==> config.mk <==
export PLATFORM = sky130hd
export DESIGN_NAME = lsw_fault_supervisor
export DESIGN_NICKNAME = d
export VERILOG_FILES = /design/src/rtl/lsw_fault_pkg.sv /design/src/rtl/lsw_persist_filter.sv /design/src/rtl/lsw_fault_channel.sv /design/src/rtl/lsw_fault_supervisor.sv
export SDC_FILE = /design/constraint.sdc
export NUM_CORES = 1
export LEC_CHECK = 0
export ABC_AREA = 1
export CAP_MARGIN = 15
export CORE_ASPECT_RATIO = 0.6
export CORE_UTILIZATION = 30
export DETAILED_ROUTE_END_ITERATION = 6
export PLACE_DENSITY = 0.5
export SLEW_MARGIN = 5
export SYNTH_ARGS = -nofsm -noshare
export SYNTH_HDL_FRONTEND = slang
export SYNTH_HIERARCHICAL = 1
export SYNTH_SLANG_ARGS = --single-unit
==> constraint.sdc <==
create_clock -name clk -period 1.5 [get_ports clk]
set_input_delay 0.375 -clock clk [delete_from_list [all_inputs] [get_ports clk]]
set_output_delay 0.375 -clock clk [all_outputs]
set_load 0.005 [all_outputs]
==> src/rtl/lsw_fault_pkg.sv <==
package lsw_fault_pkg;

    localparam int unsigned DEF_NUM_CH  = 8;
    localparam int unsigned DEF_PERSIST = 4;

    // Per-channel result bundle handed from a channel slice to the top.
    typedef struct packed {
        logic open_flag;
        logic short_flag;
        logic ch_off;
    } ch_status_t;

endpackage

==> src/rtl/lsw_persist_filter.sv <==
// Consecutive-sample qualifier: hit_next is high when the sample taken at
// this edge completes a run of LEN qualifying samples (or extends it).
module lsw_persist_filter #(
    parameter int unsigned LEN = 4
) (
    input  logic clk,
    input  logic rst_n,
    input  logic qual,
    output logic hit_next
);
    localparam int unsigned    CW    = (LEN < 1) ? 1 : $clog2(LEN + 1);
    localparam logic [CW-1:0]  LIMIT = CW'(LEN);

    typedef struct packed {
        logic [CW-1:0] cnt;
    } filt_state_t;

    filt_state_t st_d, st_q;

    always_comb begin
        st_d = st_q;
        if (!qual) begin
            st_d.cnt = '0;
        end else if (st_q.cnt != LIMIT) begin
            st_d.cnt = st_q.cnt + 1'b1;
        end
    end

    assign hit_next = (st_d.cnt == LIMIT);

    always_ff @(posedge clk or negedge rst_n) begin
        if (!rst_n) begin
            st_q <= '0;
        end else begin
            st_q <= st_d;
        end
    end

endmodule

==> src/rtl/lsw_fault_channel.sv <==
module lsw_fault_channel
    import lsw_fault_pkg::*;
#(
    parameter int unsigned PERSIST = DEF_PERSIST
) (
    input  logic       clk,
    input  logic       rst_n,
    input  logic       sw_on,
    input  logic       open_cmp,
    input  logic       short_cmp,
    input  logic       short_mask,
    input  logic       clear_req,
    output ch_status_t status
);
    typedef struct packed {
        logic open_flag;
        logic short_latched;
    } ch_state_t;

    ch_state_t st_d, st_q;

    logic open_qual, short_qual;
    logic open_hit, short_hit;

    // Open load is only meaningful with the switch off, shorts only with it on.
    assign open_qual  = !sw_on && open_cmp;
    assign short_qual = sw_on && short_cmp && !short_mask;

    lsw_persist_filter #(.LEN(PERSIST)) u_open_filt (
        .clk      (clk),
        .rst_n    (rst_n),
        .qual     (open_qual),
        .hit_next (open_hit)
    );

    lsw_persist_filter #(.LEN(PERSIST)) u_short_filt (
        .clk      (clk),
        .rst_n    (rst_n),
        .qual     (short_qual),
        .hit_next (short_hit)
    );

    always_comb begin
        st_d           = st_q;
        st_d.open_flag = open_hit;
        // Detection outranks clearing; clearing needs the switch commanded off.
        if (short_hit) begin
            st_d.short_latched = 1'b1;
        end else if (clear_req && !sw_on) begin
            st_d.short_latched = 1'b0;
        end
    end

    always_ff @(posedge clk or negedge rst_n) begin
        if (!rst_n) begin
            st_q <= '0;
        end else begin
            st_q <= st_d;
        end
    end

    assign status.open_flag  = st_q.open_flag;
    assign status.short_flag = st_q.short_latched;
    assign status.ch_off     = st_q.short_latched;

endmodule

==> src/rtl/lsw_fault_supervisor.sv <==
module lsw_fault_supervisor
    import lsw_fault_pkg::*;
#(
    parameter int unsigned NUM_CH  = DEF_NUM_CH,
    parameter int unsigned PERSIST = DEF_PERSIST
) (
    input  logic              clk,
    input  logic              rst_n,
    input  logic [NUM_CH-1:0] sw_cmd,
    input  logic [NUM_CH-1:0] open_raw,
    input  logic [NUM_CH-1:0] short_raw,
    input  logic [NUM_CH-1:0] short_mask,
    input  logic              clear_all,
    output logic [NUM_CH-1:0] open_flag,
    output logic [NUM_CH-1:0] short_flag,
    output logic [NUM_CH-1:0] ch_off
);
    ch_status_t stat [NUM_CH];

    for (genvar ch = 0; ch < NUM_CH; ch++) begin : g_ch
        lsw_fault_channel #(.PERSIST(PERSIST)) u_chan (
            .clk        (clk),
            .rst_n      (rst_n),
            .sw_on      (sw_cmd[ch]),
            .open_cmp   (open_raw[ch]),
            .short_cmp  (short_raw[ch]),
            .short_mask (short_mask[ch]),
            .clear_req  (clear_all),
            .status     (stat[ch])
        );

        assign open_flag[ch]  = stat[ch].open_flag;
        assign short_flag[ch] = stat[ch].short_flag;
        assign ch_off[ch]     = stat[ch].ch_off;
    end

endmodule

# After elaboration in Yosys (flattened, before gate mapping)
# Cells that the tools add are included.
# op_classes
n_addsub,16
eq_ne,32
reduce_logical,56
n_mux,48
# ops
op,count
3-bit two-way mux,32
3-bit by 1-bit adder with 3-bit output (second input constant),16
3-bit == test (second input constant),16
3-bit inequality test (second input constant),16
1-bit logical AND,32
1-bit zero test,16
1-bit two-way mux,16
2-bit nonzero test,8
# word_totals
word_cells,184
regBits,64

# Logic depth before layout (Yosys ltp)
# depth
ltp_word,5
depth_mapped,9
mapped_depth_nobuf,9

# Cells and area by module
# Netlist, hierarchy kept.
# modules_own_cells
mod,n_inst,area_each_um2,cells_each,seq_area_each_um2
lsw_persist_filter at g_ch[0].u_chan.u_short_filt ...,15,171.4,22,75.1
lsw_fault_channel,8,91.3,12,50.0
lsw_persist_filter at g_ch[0].u_chan.u_open_filt,1,175.2,23,75.1

# Worst setup path before layout
# OpenSTA, ideal clock, no wires.
# synth_path
path_kind,register -> register
start,reg g_ch[0].u_chan/u_short_filt/st_q[0] (netlist bit)
end,"reg g_ch[0].u_chan.st_q, in the netlist g_ch[0].u_chan/status[0]"
setup_slack_ns,0.429
period_less_slack_ns,1.071
n_path_buf,0
path_stages_with_launch,10
arrival_time_ns,0.955
path_cell_list,dfrtp_1 -> inv_1 -> ha_1 -> nand2_1 -> nand2_1 -> nand2_1 -> nor2_2 -> nor2_1 -> inv_1 -> nand2_1
# synth_lines
item,line,text
start: declaration,lsw_persist_filter.sv:18,"filt_state_t st_d, st_q;"
start signal: assignment,lsw_persist_filter.sv:35,st_q <= st_d;
end signal: assignment,lsw_fault_channel.sv:58,st_q <= st_d;
end: declaration,lsw_fault_channel.sv:20,"ch_state_t st_d, st_q;"

# Final worst setup path
# layout_path
start,"reg g_ch[2].u_chan.st_q, in the netlist g_ch[2].u_chan/status[0]"
end,out ch_off[2]
# layout_lines
item,line,text
start: declaration,lsw_fault_channel.sv:20,
start signal: assignment,lsw_fault_channel.sv:58,
end: declaration,lsw_fault_supervisor.sv:16,output logic [NUM_CH-1:0] ch_off
# No word-level cell between the ends.

==> results.py <==
metrics = {
    "outcome": {
        "status": "finished clean",
    },
    "setup_path": {
        "critPathMaxStageDelay_ps": 370,
        "reg2regPathDepth": 9,
        "crit_path_start_kind": "flip-flop",
        "r2r-end": "g_ch[6].u_chan/status[0]$_DFFE_PN0P_",
        "cp_cell_sequence": "buf_4, dlygate4sd2_1",
        "crit_slowest_cell": "dfrtp_1",
        "cp.required_ps": 1120,
        "crit_type": "reg -> out",
        "path_max_fanout": 2,
        "reg2reg_slack_ps": 300,
        "reg2reg_from": "g_ch[6].u_chan/u_short_filt/st_q[0]$_DFF_PN0_",
        "cp.arrival_ps": 1080,
        "cp-end-kind": "primary output",
    },
    "sta": {
        "hold_viol_final": 0,
        "setup_viol_count_final": 0,
        "finalSetupTns_ps": 0,
        "period_minus_slack_ps": 1460,
        "slew_headroom_pct": 75.8,
        "fmax_mhz": 685,
        "clock-skew-final_ps": 6.34,
        "setup_ws_ps": 40.4,
        "period_share_pct": 97.3,
        "worst_pin_slew_ps": 363,
        "final_max_slew_viol_count": 0,
        "rsz0062_at_grt": "no",
        "whs_ps": 45.9,
    },
    "clocking": {
        "insertion_delay_ps": 330,
        "cts.sinks": 64,
        "clock_path_buffers": 2,
        "cts_root_buf": "clkbuf_16",
        "tritoncts": "yes",
        "path_clk_slew_ps": 50,
        "cts_inserted_buffers": 9,
        "cts_max_level": 3,
    },
    "yosys": {
        "yosysWarningCount": 6,
        "synth_fa_ha_area_share_pct": 11.5,
        "synth_top_family_by_area": "simple AND/OR/NAND/NOR gates",
        "synth_xor_area_share_pct": 0,
        "synth_cell_types": 9,
        "syn_inst": 449,
        "synth-seq-cells": 64,
        "muxShareOfSynthArea_pct": 0,
        "synth_simple_gate_area_share_pct": 29.4,
        "syn_area_per_cell_um2": 7.74,
        "netlist_area_um2": 3480,
        "synth.area.top_cells": "dfrtp_1 (46%), ha_1 (12%), inv_1 (11%), nand2_1 (10%), nor2_1 (8.6%)",
        "yosysTopAreaCell": "dfrtp_1",
        "yosysSeqAreaShare_pct": 46.1,
        "synth_top_area_share_pct": 46.1,
        "synth_compound_area_share_pct": 0,
        "synth_nets": 516,
    },
    "hold_path": {
        "hold_path_class": "in -> async",
    },
    "global_routing": {
        "grt_max_degree": 65,
        "track_usage_pct": 12.4,
        "gr-total-overflow": 0,
        "grt_pass1_vias": 2635,
        "grt_pass1_wl_um": 11400,
        "antenna_found_initial": 0,
    },
    "cells_and_area": {
        "syn2layout_area_growth_pct": 34.5,
        "final_nets": 603,
        "layout_common_cells": "inv_1 (105), nand2_1 (96), nor2_1 (79), dfrtp_1 (64), clkdlybuf4s50_1 (33)",
        "fin_cells": 700,
        "fin_util_pct": 41.4,
        "antenna_cells": 0,
        "drive_gt1_share_pct": 10.6,
        "multi_input_area_um2": 1420,
        "layout_commonest_cell": "inv_1",
        "seqCellArea_um2": 1600,
        "num-fill-cells": 1133,
    },
    "drt": {
        "drc": 0,
        "num_vias": 2771,
        "dr.pass1.iters": 5,
        "drt-wirelength-per-cell_um": 9.20,
        "routed_wl_um": 6440,
        "antenna_left": 0,
        "via_per_inst": 3.96,
        "drt_iter0_markers": 98,
    },
    "power": {
        "max-vdd-ir-drop_mv": 0.518,
        "switching_share_pct": 22.2,
        "power_switching_mw": 0.926,
        "p_int_mw": 3.25,
        "power.density_nw_per_um2": 892,
        "power.leakage_nw": 2.65,
        "combPwrFrac_pct": 8.0,
        "p_seq_share_pct": 42.8,
        "power.share.clock_pct": 49.2,
    },
    "run": {
        "cap_viol_max_count": 0,
    },
    "placement": {
        "globalplace.congestion": 0.744,
        "hpwl_um": 4610,
        "dpl.cell_count": 679,
        "dpl_worst_slack_ps": -173,
        "portBuffers": 58,
    },
    "floorplanning": {
        "io_pins": 59,
        "die_x_um": 141,
        "start_util_pct": 30.8,
        "die_h_um": 85.4,
        "rows": 30,
        "dieArea_um2": 12000,
        "core_area_um2": 11300,
    },
}
[power groups by stage]
stage          registers (mW)  logic [mW]  clock network [mW]
5_1_grt                  1.79       0.388                2.20
3_5_place_dp             1.82       0.341                   0
6_report                 1.79       0.335                2.05
2_1_floorplan            1.81       0.141                   0
4_1_cts                  1.79       0.343                2.13
3_3_place_gp             1.82       0.334                   0
[layer usage]
layer  wire length, µm  global-route usage (%)
met1              3350                    16.0
met2              2660                    18.9
met3               317                    4.12
met4               111                    5.63
met5                 0                       0
[how the worst max path moves through the flow]
| stage | from | endpoint | slack, ps | cells past startpoint |
|---|---|---|---|---|
| 3_5_place_dp | sw_cmd[5] | g_ch[5].u_chan/status[0]$_DFFE_PN0P_ | -170 | 9 |
| 4_1_cts | g_ch[4].u_chan/status[0]$_DFFE_PN0P_ | ch_off[4] | 9 | 2 |
| 6_report | g_ch[2].u_chan/status[0]$_DFFE_PN0P_ | ch_off[2] | 40 | 2 |
| 2_1_floorplan | g_ch[0].u_chan/u_short_filt/st_q[0]$_DFF_PN0_ | g_ch[0].u_chan/status[0]$_DFFE_PN0P_ | 430 | 9 |
| 5_1_grt | sw_cmd[5] | g_ch[5].u_chan/status[0]$_DFFE_PN0P_ | 2 | 9 |
| 3_3_place_gp | sw_cmd[1] | g_ch[1].u_chan/status[0]$_DFFE_PN0P_ | -180 | 9 |
[synth_stat cells, drive strengths merged]
cell / number
inv: 105
dfrtp: 64
ha: 32
nand2: 96
nand3: 32
and2: 16
nor2: 96
buf: 8
[critical path: cells and delay by family, from the launching register on]
kind | cells | cell delay (ps)
flip-flops | 1 | 370
buffers and inverters | 2 | 380
[cells by family (layout without fill, tap and decap cells)]
| group | count (synthesis) | after routing |
|---|---|---|
| DFF | 64 | 64 |
| buffers and inverters | 113 | 204 |
| and+or+nand+nor | 240 | 240 |
| adders and majority gates | 32 | 32 |
[metrics by stage]
stage | power [mW] | cell area (µm²)
6_report | 4.17 | 4680
5_1_grt | 4.38 | 4680
4_1_cts | 4.26 | 4680
3_5_place_dp | 2.16 | 4370
3_3_place_gp | 2.15 | 4370
2_1_floorplan | 1.95 | 3480
[state kept, by name (all words and copies together), names as in the netlist]
signal,count
g_ch.u_chan/status,16
g_ch.u_chan/u_open_filt/st_q,24
g_ch.u_chan/u_short_filt/st_q,24
[what timing repair did]
item | CTS | global route
buffers inserted | 7 | 0
pin swaps | 0 | 0
hold buffers | 0 | 0
hold endpoints to repair | 0 | 0
resized for setup | 24 | 4
gates cloned | 0 | 0
endpoints found under the setup margin | 24 | 5
[layout make-up]
class                   instances  share of cell area [%]
well taps                     160                    4.28
clock buffers                  12                    5.27
repair buffers                 84                    16.4
flip-flops and latches         64                    34.2
clock inverters                 3                   0.909
multi-input cells             272                    30.4
inverters                     105                    8.42
Note: power is estimated with default switching activity, not from simulation.
